$ cat config.mk
export PLATFORM = sky130hd
export DESIGN_NAME = radio_irq_status
export DESIGN_NICKNAME = d
export VERILOG_FILES = /design/src/rtl/radio_irq_pkg.sv /design/src/rtl/risc_sticky_bank.sv /design/src/rtl/risc_link_tracker.sv /design/src/rtl/risc_irq_merge.sv /design/src/rtl/radio_irq_status.sv
export SDC_FILE = /design/constraint.sdc
export NUM_CORES = 1
export LEC_CHECK = 0
export BUFFER_PORTS_ARGS = -buffer_cell sky130_fd_sc_hd__buf_2
export CORE_MARGIN = 3
export CORE_UTILIZATION = 51
export CTS_CLUSTER_SIZE = 12
export DETAILED_ROUTE_END_ITERATION = 6
export GPL_TIMING_DRIVEN = 0
export PLACE_DENSITY = 0.88
export REMOVE_ABC_BUFFERS = 1
export SYNTH_ARGS = -nofsm -noshare
export SYNTH_HDL_FRONTEND = slang
export SYNTH_SLANG_ARGS = --single-unit
export TNS_END_PERCENT = 20
$ cat constraint.sdc
create_clock -name clk -period 1.4 [get_ports clk]
set_input_delay 0.21 -clock clk [delete_from_list [all_inputs] [get_ports clk]]
set_output_delay 0.21 -clock clk [all_outputs]
set_load 0.02 [all_outputs]
$ cat src/rtl/radio_irq_pkg.sv
package radio_irq_pkg;
    localparam int REG_W  = 8;
    localparam int ADDR_W = 2;

    localparam logic [ADDR_W-1:0] ADR_STAT_PKT  = 2'd0;
    localparam logic [ADDR_W-1:0] ADR_STAT_LINK = 2'd1;
    localparam logic [ADDR_W-1:0] ADR_EN_PKT    = 2'd2;
    localparam logic [ADDR_W-1:0] ADR_EN_LINK   = 2'd3;

    // link status bit positions
    localparam int LB_SYNC    = 7;
    localparam int LB_PRE_OK  = 6;
    localparam int LB_PRE_BAD = 5;
    localparam int LB_RSSI    = 4;
    localparam int LB_WAKE    = 3;
    localparam int LB_BATT    = 2;
    localparam int LB_READY   = 1;
    localparam int LB_POR     = 0;

    localparam int STICKY_LINK_W = 4;

    typedef struct packed {
        logic sync;
        logic pre_ok;
        logic rssi;
        logic ready;
    } link_t;
endpackage

$ cat src/rtl/risc_sticky_bank.sv
module risc_sticky_bank #(
    parameter int          W       = 8,
    parameter logic [W-1:0] RST_VAL = '0
) (
    input  logic         clk,
    input  logic         rst_n,
    input  logic [W-1:0] set_i,
    input  logic         clr_i,
    output logic [W-1:0] bits_o
);
    logic [W-1:0] bits_d, bits_q;

    always_comb begin
        bits_d = clr_i ? '0 : bits_q;
        bits_d = bits_d | set_i;   // new event survives a same-cycle clear
    end

    always_ff @(posedge clk or negedge rst_n) begin
        if (!rst_n) bits_q <= RST_VAL;
        else        bits_q <= bits_d;
    end

    assign bits_o = bits_q;
endmodule

$ cat src/rtl/risc_link_tracker.sv
module risc_link_tracker
    import radio_irq_pkg::*;
(
    input  logic  clk,
    input  logic  rst_n,
    input  logic  sync_found,
    input  logic  preamble_found,
    input  logic  sync_timeout,
    input  logic  packet_end,
    input  logic  rssi_high,
    input  logic  xtal_settled,
    input  logic  enter_idle,
    output link_t link_o
);
    link_t link_d, link_q;

    always_comb begin
        link_d = link_q;
        if (sync_found)                    link_d.sync = 1'b1;
        else if (packet_end)               link_d.sync = 1'b0;

        if (preamble_found)                link_d.pre_ok = 1'b1;
        else if (sync_found || sync_timeout) link_d.pre_ok = 1'b0;

        link_d.rssi = rssi_high;

        if (xtal_settled)                  link_d.ready = 1'b1;
        else if (enter_idle)               link_d.ready = 1'b0;
    end

    always_ff @(posedge clk or negedge rst_n) begin
        if (!rst_n) link_q <= '0;
        else        link_q <= link_d;
    end

    assign link_o = link_q;
endmodule

$ cat src/rtl/risc_irq_merge.sv
module risc_irq_merge #(
    parameter int W = 8
) (
    input  logic [W-1:0] stat_a,
    input  logic [W-1:0] en_a,
    input  logic [W-1:0] stat_b,
    input  logic [W-1:0] en_b,
    output logic         irq_n
);
    logic [W-1:0] hit;
    assign hit   = (stat_a & en_a) | (stat_b & en_b);
    assign irq_n = ~(|hit);
endmodule

$ cat src/rtl/radio_irq_status.sv
module radio_irq_status
    import radio_irq_pkg::*;
#(
    parameter int P_REG_W  = REG_W,
    parameter int P_ADDR_W = ADDR_W
) (
    input  logic                clk,
    input  logic                rst_n,
    input  logic [P_ADDR_W-1:0] reg_addr,
    input  logic                reg_wr,
    input  logic                reg_rd,
    input  logic [P_REG_W-1:0]  reg_wdata,
    output logic [P_REG_W-1:0]  reg_rdata,
    input  logic [P_REG_W-1:0]  pkt_events,
    input  logic                sync_found,
    input  logic                preamble_found,
    input  logic                preamble_bad,
    input  logic                sync_timeout,
    input  logic                packet_end,
    input  logic                rssi_high,
    input  logic                wake_tick,
    input  logic                batt_low,
    input  logic                xtal_settled,
    input  logic                enter_idle,
    output logic                irq_n
);
    typedef struct packed {
        logic [P_REG_W-1:0] en_pkt;
        logic [P_REG_W-1:0] en_link;
    } en_t;

    en_t en_d, en_q;

    logic rd_pkt, rd_link;
    assign rd_pkt  = reg_rd && (reg_addr == P_ADDR_W'(ADR_STAT_PKT));
    assign rd_link = reg_rd && (reg_addr == P_ADDR_W'(ADR_STAT_LINK));

    // enable registers
    always_comb begin
        en_d = en_q;
        if (reg_wr && reg_addr == P_ADDR_W'(ADR_EN_PKT))  en_d.en_pkt  = reg_wdata;
        if (reg_wr && reg_addr == P_ADDR_W'(ADR_EN_LINK)) en_d.en_link = reg_wdata;
    end

    always_ff @(posedge clk or negedge rst_n) begin
        if (!rst_n) en_q <= '0;
        else        en_q <= en_d;
    end

    // packet status: all sticky
    logic [P_REG_W-1:0] stat_pkt;
    risc_sticky_bank #(.W(P_REG_W), .RST_VAL('0)) u_pkt_bank (
        .clk    (clk),
        .rst_n  (rst_n),
        .set_i  (pkt_events),
        .clr_i  (rd_pkt),
        .bits_o (stat_pkt)
    );

    // link status sticky part: {pre_bad, wake, batt, por}
    logic [STICKY_LINK_W-1:0] link_sticky;
    risc_sticky_bank #(.W(STICKY_LINK_W), .RST_VAL(4'b0001)) u_link_bank (
        .clk    (clk),
        .rst_n  (rst_n),
        .set_i  ({preamble_bad, wake_tick, batt_low, 1'b0}),
        .clr_i  (rd_link),
        .bits_o (link_sticky)
    );

    // link status tracking part
    link_t link_lvl;
    risc_link_tracker u_tracker (
        .clk            (clk),
        .rst_n          (rst_n),
        .sync_found     (sync_found),
        .preamble_found (preamble_found),
        .sync_timeout   (sync_timeout),
        .packet_end     (packet_end),
        .rssi_high      (rssi_high),
        .xtal_settled   (xtal_settled),
        .enter_idle     (enter_idle),
        .link_o         (link_lvl)
    );

    logic [P_REG_W-1:0] stat_link;
    always_comb begin
        stat_link             = '0;
        stat_link[LB_SYNC]    = link_lvl.sync;
        stat_link[LB_PRE_OK]  = link_lvl.pre_ok;
        stat_link[LB_PRE_BAD] = link_sticky[3];
        stat_link[LB_RSSI]    = link_lvl.rssi;
        stat_link[LB_WAKE]    = link_sticky[2];
        stat_link[LB_BATT]    = link_sticky[1];
        stat_link[LB_READY]   = link_lvl.ready;
        stat_link[LB_POR]     = link_sticky[0];
    end

    // read mux
    always_comb begin
        unique case (reg_addr)
            P_ADDR_W'(ADR_STAT_PKT):  reg_rdata = stat_pkt;
            P_ADDR_W'(ADR_STAT_LINK): reg_rdata = stat_link;
            P_ADDR_W'(ADR_EN_PKT):    reg_rdata = en_q.en_pkt;
            default:                  reg_rdata = en_q.en_link;
        endcase
    end

    // interrupt
    risc_irq_merge #(.W(P_REG_W)) u_irq (
        .stat_a (stat_pkt),
        .en_a   (en_q.en_pkt),
        .stat_b (stat_link),
        .en_b   (en_q.en_link),
        .irq_n  (irq_n)
    );
endmodule

; Yosys cells after proc, flatten, opt, wreduce, memory -nomap -nowiden
; Cells that the tools add are included.
; Widths: inputs -> output; s select.
[classes]
n_eq_ne = 3
muxes = 9
bitwise_logic = 6
reduce_logical = 10
[ops]
columns = cell, n
row1 = $pmux 8 s3, 1
row2 = $and 8x8->8, 2
row3 = $or 8x8->8, 2
row4 = $mux 8, 1
row5 = $reduce_or 8->1, 1
row6 = $mux 1, 6
row7 = $reduce_bool 2->1, 3
row8 = $eq 2x2->1 const B, 2
row9 = $logic_and 1x1->1, 4
row10 = $mux 4, 1
row11 = $or 4x4->4, 1
row12 = $eq 2x1->1 const B, 1
row13 = $logic_not 2->1, 1
row14 = $logic_or 1x1->1, 1
row15 = $not 1->1, 1
[word_totals]
ff_bits = 32
out_inout_bits = 9

; Logic depth before layout (Yosys ltp)
; Gate-level depths: netlist of run 1.
[logic_depth]
depth_word = 4
mapped_depth = 3

; Modules after synthesis
; From an unflattened synthesis of run 1, not the netlist that was laid out.
[hier_totals]
cells_unflattened = 92
area_unflattened_um2 = 1467.7
[by_module_without_submodules]
columns = mod, instances, cells_each, area_each_um2, seq_area_each_um2
row1 = radio_irq_status, 1, 47, 829.5, 400.4
row2 = risc_sticky_bank (u_pkt_bank), 1, 17, 264.0, 200.2
row3 = risc_link_tracker, 1, 10, 135.1, 100.1
row4 = risc_sticky_bank (u_link_bank), 1, 9, 135.1, 101.3
row5 = risc_irq_merge, 1, 9, 103.8, 0.0

; Least setup slack after synthesis of run 1
; Ideal clock, no wire load.
[synth_path]
path_kind = flip-flop to output port
from = reg u_pkt_bank.bits_q[1] (netlist: u_pkt_bank.bits_o[1])
to = out irq_n
t_arrival_ns = 1.085
t_required_ns = 1.190
setup_slack_ns = 0.105
stages_incl_launch_ff = 4
cell_sequence = dfrtp_1 > a22o_1 > a221oi_1 > and4_1
[synth_between]
elab_chain_cells = 4
[synth_lines]
columns = item, line
row1 = "start, declared", risc_sticky_bank.sv:11  ; logic [W-1:0] bits_d, bits_q;
row2 = "start signal, assigned", risc_sticky_bank.sv:20  ; else bits_q <= bits_d;
row3 = $and 8x8->8, risc_irq_merge.sv:11  ; assign hit = (stat_a & en_a) | (stat_b & en_b);
row4 = $or 8x8->8, risc_irq_merge.sv:11
row5 = $reduce_or 8->1, risc_irq_merge.sv:12  ; assign irq_n = ~(|hit);
row6 = $not 1->1, risc_irq_merge.sv:12
row7 = "end, declared", radio_irq_status.sv:25  ; output logic irq_n
; No other way between the ends.

; Worst setup path in the final report of run 1
[layout_path]
from = reg en_q[3] (netlist name)
to = out reg_rdata[3]
[layout_between]
elab_chain_cells = 1
[layout_lines]
columns = item, line
row1 = "start, declared", radio_irq_status.sv:32  ; en_t en_d, en_q;
row2 = "start signal, assigned", radio_irq_status.sv:47  ; else en_q <= en_d;
row3 = $pmux 8 s3, radio_irq_status.sv:100  ; unique case (reg_addr)
row4 = "end, declared", radio_irq_status.sv:13  ; output logic [P_REG_W-1:0] reg_rdata,
; No other way between the ends.

==> run metrics, run 1 <==
status finished, violations left; failing checks setup timing; row count 18; Final Setup Violations 9; clock latency on the worst-skew pair 320 ps; vias per cell 5.825; Pleak 0.8052 nW; die width 59.39 um; CTS tree built; DR WL/cell 18.05 um; Finished Cell Area 1798 um^2; WHS 56.65 ps; final worst slack -320.7 ps; end of the critical path reg_rdata[3]; R2R Path End en_q[3]; Gate Count Post-Synth 90; fillers 189; Root Buffer clkbuf_4; Placer Congestion 0.7639; global-route wire length before repair 5.112 mm; cell count along the critical path 3; Post-Layout Cell Count 171; RSZ-0062 raised after global routing true; Slowest cell on crit path mux4_1; critical path data arrival time 1510 ps; fin util 69.42%; largest net degree at the start of global routing 33; CP Class reg2out; Worst VDD drop 0.9636 mV; clock tree sinks 32; R2R setup slack 500 ps; clk slew on worst S/H paths 90 ps; via count 996; number of detailed-route iterations in the first pass 4; CP Data Required Time 1190 ps; Residual DRC 0; n_diodes 0; port bufs 40; Synth Cell Area 1454 um^2; Max stage delay on crit path 470 ps; flops & latches, synth 32; GR Util All Layers 20.43%; total power 2.103 mW; fin crit period 1721 ps; Inst Count DP 157; CTS buffer count 5; vias in the first global route 1115; fmax 581.2 MHz; Die Span Y 59.39 um; WP buf/inv 2; CP endpoint kind output port; Final Cycle Share 122.9%; DR iter-0 viols 36; Initial Util 56.14%; H-tree Lvls 2; worst-path fanout max 2; CTS max path bufs 2; worst r2r path cells 2; worst slew pin tran 699.0 ps; Core Region 2590 um^2; Max Cap Violations 0; Seq/Total Area, Yosys 55.16%; critical path's top delay family multiplexers; Final nets 172; slew margin rel. 53.40%; DP HPWL 2.219 mm; CP Launch Type flop; area delta synth->final 23.67%; Fin. Hold Viols 0; grt total ovfl 0; Post-Synthesis Mean Instance Area 16.15 um^2; remaining antenna violation count 0; Die ar. 3527 um^2; Syn. warnings 0; reg2reg start en_q[3]; library cells used by synthesis 17; Cell Chain, Critical Path buf_4 > mux4_1 > buf_2; Hold WC Path Type in2reg; Slew Viols, Final 0; initial antenna violation count 0; Clock Skew 0 ps; fraction of layout cells with a size suffix above 1 55.32%; Power Density 1169 nW/um^2; CP Launch Point en_q[3]; DRT Wirelength 3.086 mm; area post-placement 1658 um^2; # IOs 41
[power breakdown]
group / internal, mW / switching (mW)
clock: 0.248 / 0.285
combinational: 0.249 / 0.191
sequential: 1.04 / 0.0948
[cells in the mapped netlist]
library cell   n  share of area (%)
and4_1         1               0.60
a22o_1         4                2.4
and2_1         1               0.43
mux4_1         3                5.4
nand3b_2       1               0.77
mux4_2         5                7.7
a21o_1        14                7.2
dfstp_2        1                1.8
buf_6          3                2.3
dfrtp_1       31                 53
inv_1          2               0.52
nand3_4        1                1.2
nand3b_1       1               0.52
or3b_1         1               0.60
a221oi_1       4                2.4
nor2_1         1               0.26
mux2_2        16                 12
[cell families after synthesis]
logic type,after synthesis,synth area share (%)
and+or+nand+nor,7,4.390
buffers and inverters,5,2.840
muxes,24,25.56
DFF,32,55.16
AOI/OAI and AO/OA,22,12.05
[cells in the final DEF, fill, tap and decap left out]
cell type	Yosys	layout
buf_2	0	39
dfrtp_1	31	31
mux2_2	16	16
a21o_1	14	14
mux4_2	5	5
clkbuf_4	0	5
a22o_1	4	4
a221oi_2	0	4
buf_4	0	4
mux4_1	3	3
inv_1	2	2
clkbuf_1	0	2
dlygate4sd3_1	0	2
or3b_1	1	1
nand3b_1	1	1
and4_1	1	1
nand3_4	1	1
nor2_1	1	1
nand3b_2	1	1
and2_1	1	1
clkbuf_8	0	1
buf_6	3	1
dfstp_2	1	1
[layer usage]
| layer | wire (um) | global-route usage, % |
|---|---|---|
| met5 | 0 | 0 |
| met2 | 1509 | 32.61 |
| met1 | 1297 | 24.75 |
| met4 | 49 | 9.061 |
| met3 | 230 | 7.407 |
[worst min-delay path by stage]
stage                  startpoint                    to  slack (ps)  cells past startpoint
floorplan                   rst_n               en_q[0]         -90                      0
global placement            rst_n  u_pkt_bank.bits_o[7]         280                      1
detailed placement          rst_n  u_pkt_bank.bits_o[7]         290                      1
CTS                 pkt_events[1]  u_pkt_bank.bits_o[1]          40                      2
global route        pkt_events[5]  u_pkt_bank.bits_o[5]          40                      2
finish              pkt_events[3]  u_pkt_bank.bits_o[3]          60                      2
[registers in the layout (all words and copies together), names as in the netlist]
register / cells
u_link_bank.bits_o: 4
en_q: 16
u_pkt_bank.bits_o: 8
u_tracker.link_o: 4
[layout make-up]
class	instances	area, um^2	area share [%]
Sequential cell	32	802.0	44.61
Multi-Input combinational cell	53	635.6	35.35
Timing Repair Buffer	46	256.5	14.27
Clock buffer	8	58.81	3.271
Tap cell	30	37.54	2.088
Inverter	2	7.507	0.4175
[per-stage QoR]
| stage | TNS (ps) | setup slack [ps] |
|---|---|---|
| 5_1_grt | -2634 | -416.5 |
| 6_report | -2081 | -320.7 |
| 2_1_floorplan | 0 | 105.2 |
| 3_5_place_dp | -408.1 | -102.6 |
| 4_1_cts | -2219 | -355.8 |
| 3_3_place_gp | -367.4 | -83.33 |
[timing repair]
| action | in CTS | in global routing |
|---|---|---|
| hold buffers | 2 | 0 |
| resized for setup | 3 | 3 |
| pin swaps | 3 | 1 |
| setup buffers | 3 | 1 |
| hold endpoints to repair | 32 | 0 |
| setup endpoints to repair | 9 | 9 |
No activity file was read; power rests on OpenSTA's default activity.
==> run 2: changes to the inputs <==
--- a/config.mk
+++ b/config.mk
@@ -15,5 +15,6 @@
 export REMOVE_ABC_BUFFERS = 1
 export SYNTH_ARGS = -nofsm -noshare
 export SYNTH_HDL_FRONTEND = slang
+export SYNTH_HIERARCHICAL = 1
 export SYNTH_SLANG_ARGS = --single-unit
 export TNS_END_PERCENT = 20
==> run 2 against run 1 <==
- the flow still finishes with violations (setup timing)
- die area rose by 0.86%
- clock skew did not move
- flip-flop and latch count did not move
- sequential power barely moved
- non-clock buffer count rose by 1
- global-route usage fell by 0.30 points
- synthesized area rose by 0.95%
- routed wire length rose by 5.8%
- critical path type unchanged
==> run metrics, run 2 <==
Pleak 0.8159 nW (+1.3%); global-route wire length before repair 5.099 mm (-0.25%); area leader, netlist dfrtp_1; worst-path fanout max 3 (+1); Compound-Gate Fraction of Synth Area 14.24% (+2.2 points); Root Buffer clkbuf_4; fin crit period 1747 ps (+26.25 ps); CP Launch Type flop; Switch Pwr 0.6106 mW (+7.0%); CP Class reg2out; share of power burned in registers 52.8% (-1.0 points); Seq/Total Area, Yosys 54.65% (-0.52 points); mux share of post-synthesis cell area 24.81% (-0.75 points); GR Util All Layers 20.13% (-0.30 points); via count 1034 (+3.8%); remaining antenna violation count 0 (unchanged); area delta synth->final 23.61% (about the same); combinational fraction of design power 21.6% (+0.7 points); Gate Count Post-Synth 92 (+2.2%); RSZ-0062 raised after global routing true; most frequent cells in the layout buf_2 (39), dfrtp_1 (31), mux2_2 (16); Sw Share 28.36% (+1.2 points); Synth Area in XOR/XNOR 0% (unchanged); clock latency on the worst-skew pair 320 ps (about the same); Die ar. 3558 um^2 (+0.86%); Initial Util 56.18% (about the same); DRT Wirelength 3.264 mm (+5.8%); largest net degree at the start of global routing 33 (unchanged); largest cells by area after synthesis dfrtp_1 (53%), mux2_2 (12%), mux4_2 (11%), a21o_1 (7.2%), a221oi_2 (4.1%); DR WL/cell 18.65 um (+3.4%); Biggest register en_q; vias per cell 5.909 (+1.4%); grt total ovfl 0 (unchanged); Clock Skew 0 ps (unchanged); vias in the first global route 1059 (-5.0%); slew margin rel. 53.69% (+0.29 points); Placer Congestion 0.7165 (-6.2%); clk slew on worst S/H paths 100 ps (about the same); Hold WC Path Type in2reg; CTS max path bufs 2 (unchanged); H-tree Lvls 2 (unchanged); largest family of logic cells by synthesized area multiplexers; Fin. Hold Viols 0 (unchanged); Die Span Y 59.65 um (+0.43%); Power Density 1187 nW/um^2 (+1.5%); Residual DRC 0 (unchanged); flops & latches, synth 32 (unchanged); critical path data arrival time 1540 ps (+30 ps); Clock power frac 25.6% (+0.3 points); Syn. warnings 6 (+6); failing checks setup timing; DR iter-0 viols 35 (-2.8%); status finished, violations left; Worst VDD drop 0.9186 mV (-4.7%); DP HPWL 2.315 mm (+4.3%); worst slew pin tran 694.6 ps (-4.403 ps); most common cell in the netlist dfrtp_1; CTS buffer count 5 (unchanged); clock tree sinks 32 (unchanged); number of synthesized flops with an enable pin 0 (unchanged); fmax 572.4 MHz (-1.5%); fillers 196 (+3.7%); Max Cap Violations 0 (unchanged); CP endpoint kind output port; Largest register FFs 16 (unchanged); row count 18 (unchanged); fraction of layout cells with a size suffix above 1 59.31% (+4.0 points); fin util 69.44% (about the same); Post-Synth Adder-Cell Area 0% (unchanged); commonest non-fill, non-tap cell in the layout buf_2; area post-placement 1689 um^2 (+1.9%); Final Cycle Share 124.8% (+1.9 points); Core Region 2613 um^2 (+0.87%); Final Setup Violations 9 (unchanged); Main synth FF type dfrtp_1; port bufs 40 (unchanged); CP Data Required Time 1190 ps (about the same); final worst slack -347.0 ps (-26.25 ps); number of detailed-route iterations in the first pass 4 (unchanged); share of Yosys cell area claimed by the top area cell type 52.86% (-0.50 points); Final nets 176 (+2.3%); Slew Viols, Final 0 (unchanged); P_int 1.542 mW (+0.66%); Synth Cell Area 1468 um^2 (+0.95%); Post-Synthesis Mean Instance Area 15.95 um^2 (-1.2%); top post-synthesis cells by count dfrtp_1 (31), mux2_2 (16), a21o_1 (14), mux4_2 (7); simple-gate area share of the yosys netlist 3.922% (-0.47 points); # IOs 41 (unchanged); fraction of registers with async set/reset 100.0% (unchanged); library cells used by synthesis 20 (+3); die width 59.65 um (+0.43%); Finished Cell Area 1814 um^2 (+0.90%); n_diodes 0 (unchanged); CTS tree built; initial antenna violation count 0 (unchanged)
run 2: path summary, 6_finish.rpt:
path | to | slack (ps) | start | cells past startpoint
min in group asynchronous | u_link_bank/bits_o[1] | 440 | rst_n | 2
worst min-delay path | u_link_bank/bits_o[3] | 50 | preamble_bad | 2
worst max register to register | en_q[8] | 360 | en_q[8] | 3
worst max-delay path | irq_n | -350 | en_q[8] | 4
max in group asynchronous | u_tracker/link_o[0] | 500 | rst_n | 2
worst min register to register | u_pkt_bank/bits_o[7] | 530 | u_pkt_bank/bits_o[7] | 1
run 2: per-layer routing:
metal	wire [um]	global-route usage (%)	share of wire, %
met5	0	0	0
met4	17	6.329	0.52
met3	217	6.536	6.6
met2	1649	34.88	51
met1	1379	23.48	42
run 2: cell type report:
cell class,count,area (um^2),share of cell area (%)
Sequential cell,32,802.0,44.21
Tap cell,30,37.54,2.069
Clock inverter,2,10.01,0.5517
Inverter,4,15.01,0.8276
Timing Repair Buffer,47,264.0,14.55
Clock buffer,6,51.30,2.828
Multi-Input combinational cell,54,634.4,34.97
run 2: stage by stage:
stage	cells	setup slack (ps)	TNS (ps)	hold WS (ps)	total power, mW
4_1_cts	174	-335.6	-2231	39.46	2.157
3_5_place_dp	160	-105.9	-621.7	287.9	1.582
5_1_grt	175	-423.5	-2652	43.12	2.254
2_1_floorplan	90	125.9	0	-85.59	1.407
3_3_place_gp	160	-97.70	-550.9	290.7	1.556
6_report	175	-347.0	-2189	49.74	2.153
run 2: cell families after synthesis:
family,after synthesis
muxes,24
buffers and inverters,6
other,1
DFF,32
and+or+nand+nor,6
AOI/OAI and AO/OA,23
run 2: worst max-delay path, cell delays in order (launching register included):
cell,delay (ps)
dfrtp_1,410
a22o_1,240
a221oi_2,190
and4_1,250
buf_6,120
run 2: power groups by stage:
| stage | combinational, mW | sequential, mW | clock [mW] |
|---|---|---|---|
| 5_1_grt | 0.497 | 1.15 | 0.607 |
| 3_5_place_dp | 0.428 | 1.15 | 0 |
| 4_1_cts | 0.457 | 1.13 | 0.567 |
| 3_3_place_gp | 0.414 | 1.14 | 0 |
| 6_report | 0.465 | 1.14 | 0.550 |
| 2_1_floorplan | 0.286 | 1.12 | 0 |
run 2: what timing repair did:
item / in CTS / in global routing
endpoints found under the setup margin: 9 / 9
buffers inserted: 4 / 1
gates resized for setup: 2 / 0
endpoints found under the hold margin: 32 / 0
pin swaps: 4 / 1
hold buffers: 2 / 0
==> run 3: changes to the inputs <==
--- a/config.mk
+++ b/config.mk
@@ -8,10 +8,11 @@
 export BUFFER_PORTS_ARGS = -buffer_cell sky130_fd_sc_hd__buf_2
 export CORE_MARGIN = 3
 export CORE_UTILIZATION = 51
+export CTS_CLUSTER_DIAMETER = 60
 export CTS_CLUSTER_SIZE = 12
 export DETAILED_ROUTE_END_ITERATION = 6
 export GPL_TIMING_DRIVEN = 0
-export PLACE_DENSITY = 0.88
+export PLACE_DENSITY = 0.8
 export REMOVE_ABC_BUFFERS = 1
 export SYNTH_ARGS = -nofsm -noshare
 export SYNTH_HDL_FRONTEND = slang
==> run 3 against run 2 <==
- the run still ends with setup timing left
- sequential share of layout area rose by 0.25 points
- cell count fell by 0.57%
- combinational power fell by 4.3%
- total power fell by 1.5%
- highest routed layer unchanged
- worst setup slack improved by 7.5 ps
- first-iteration DRC count rose by 26%
- critical path depth did not move
- flip-flop and latch count did not move
==> run metrics, run 3 (synthesized netlist as in run 2, its figures left out) <==
Final Cycle Share 124.3% (-0.53 points); vias per cell 5.759 (-2.5%); Fin. Hold Viols 0 (unchanged); CP Launch Type flop; critical path data arrival time 1530 ps (about the same); number of detailed-route iterations in the first pass 4 (unchanged); Residual DRC 0 (unchanged); port bufs 40 (unchanged); R2R setup slack 520 ps (+160 ps); failing checks setup timing; Power Density 1176 nW/um^2 (-0.91%); slew margin rel. 52.44% (-1.2 points); fin crit period 1740 ps (-7.475 ps); final worst slack -339.5 ps (+7.475 ps); Max Cap Violations 0 (unchanged); RSZ-0062 raised after global routing true; clock latency on the worst-skew pair 320 ps (about the same); Worst Hold Path EP u_pkt_bank/bits_o[3]; DRT Wirelength 3.126 mm (-4.2%); # IOs 41 (unchanged); DR iter-0 viols 44 (+26%); min-delay src pkt_events[3]; vias in the first global route 1092 (+3.1%); GR Util All Layers 20.47% (+0.34 points); dpl ws -124.7 ps (-18.88 ps); total power 2.121 mW (-1.5%); global-route wire length before repair 5.099 mm (unchanged); area post-placement 1689 um^2 (unchanged); most frequent cells in the layout buf_2 (39), dfrtp_1 (31), mux2_2 (16); status finished, violations left; die width 59.65 um (unchanged); Final nets 175 (-0.57%); fillers 201 (+2.6%); worst r2r path cells 2 (-1); Die Span Y 59.65 um (unchanged); reg2reg start en_q[2]; Worst Hold Path Cells 2 (unchanged); fraction of layout cells with a size suffix above 1 57.64% (-1.7 points); CTS buffer count 5 (unchanged); worst-path fanout max 2 (-1); clock tree sinks 32 (unchanged); grt total ovfl 0 (unchanged); Placer Congestion 0.7650 (+6.8%); H-tree Lvls 2 (unchanged); Hold WC Path Type in2reg; CP Class reg2out; area delta synth->final 22.93%; clk slew on worst S/H paths 100 ps (about the same); via count 1002 (-3.1%); worst slew pin tran 713.3 ps (+18.74 ps); Clock Skew 0 ps (unchanged); R2R Path End en_q[2]; CTS tree built; DP HPWL 2.250 mm (-2.8%); Biggest register en_q; CP Data Required Time 1190 ps (about the same); fmax 574.9 MHz (+0.43%); largest net degree at the start of global routing 33 (unchanged); n_diodes 0 (unchanged); Die ar. 3558 um^2 (unchanged); CTS max path bufs 2 (unchanged); DR WL/cell 17.97 um (-3.7%); WHS 45.84 ps (-3.898 ps); Slew Viols, Final 0 (unchanged); Final Setup Violations 9 (unchanged); Worst VDD drop 0.8159 mV (-11%); Initial Util 56.18% (unchanged); initial antenna violation count 0 (unchanged); Root Buffer clkbuf_4; remaining antenna violation count 0 (unchanged); Largest register FFs 16 (unchanged); commonest non-fill, non-tap cell in the layout buf_2; Finished Cell Area 1804 um^2 (-0.55%); CP endpoint kind output port; Core Region 2613 um^2 (unchanged); row count 18 (unchanged); Pleak 0.8050 nW (-1.3%)
run 3: changes by cell type in the layout (fill, tap and decap cells not counted), sizes merged:
cell / delta
buf: -1
clkbuf: +2
clkinv: -2
run 3: metrics by stage:
step	setup TNS [ps]	cells	util (%)
after detailed placement	-685.5	160	64.66
after global routing	-2670	174	69.06
after CTS	-2280	174	68.92
final	-2186	174	69.06
after floorplan	0	90	-
after global placement	-591.2	160	64.66
run 3: worst max path at each step:
stage,from,endpoint,slack (ps)
floorplan,u_link_bank/bits_o[1],irq_n,130
detailed placement,reg_addr[0],reg_rdata[4],-120
CTS,u_pkt_bank/bits_o[3],irq_n,-340
global placement,reg_addr[0],reg_rdata[4],-110
finish,u_pkt_bank/bits_o[0],irq_n,-340
global route,en_q[8],irq_n,-440
run 3: routing by layer:
metal | track usage, % | part of all wire [%] | vias to the layer above
met1 | 23.67 | 41 | 504
li1 | - | - | 461
met2 | 34.72 | 51 | 32
met5 | 0 | 0 | -
met3 | 7.843 | 6.8 | 5
met4 | 6.646 | 1.5 | 0
run 3: layout make-up:
cell class | count | area, um^2 | area share, %
clock buffers | 8 | 58.81 | 3.259
inverters | 4 | 15.01 | 0.8322
multi-input cells | 54 | 634.4 | 35.16
flip-flops and latches | 32 | 802.0 | 44.45
well taps | 30 | 37.54 | 2.080
repair buffers | 46 | 256.5 | 14.22
run 3: what timing repair did:
item	in CTS	in global routing
pin swaps	3	0
gates resized for setup	1	1
setup buffers	4	0
setup endpoints to repair	9	9
hold buffers	2	0
endpoints found under the hold margin	32	0
run 3: worst max-delay path, stage by stage (launching register included):
cell and delay (ps):
dfrtp_1 400, a22o_1 250, a221oi_2 190, and4_1 240, buf_6 120
run 3: where the power goes:
| part | internal [mW] | switching [mW] |
|---|---|---|
| clock network | 0.248 | 0.293 |
| logic | 0.254 | 0.192 |
| registers | 1.04 | 0.0975 |
| total | 1.54 | 0.582 |
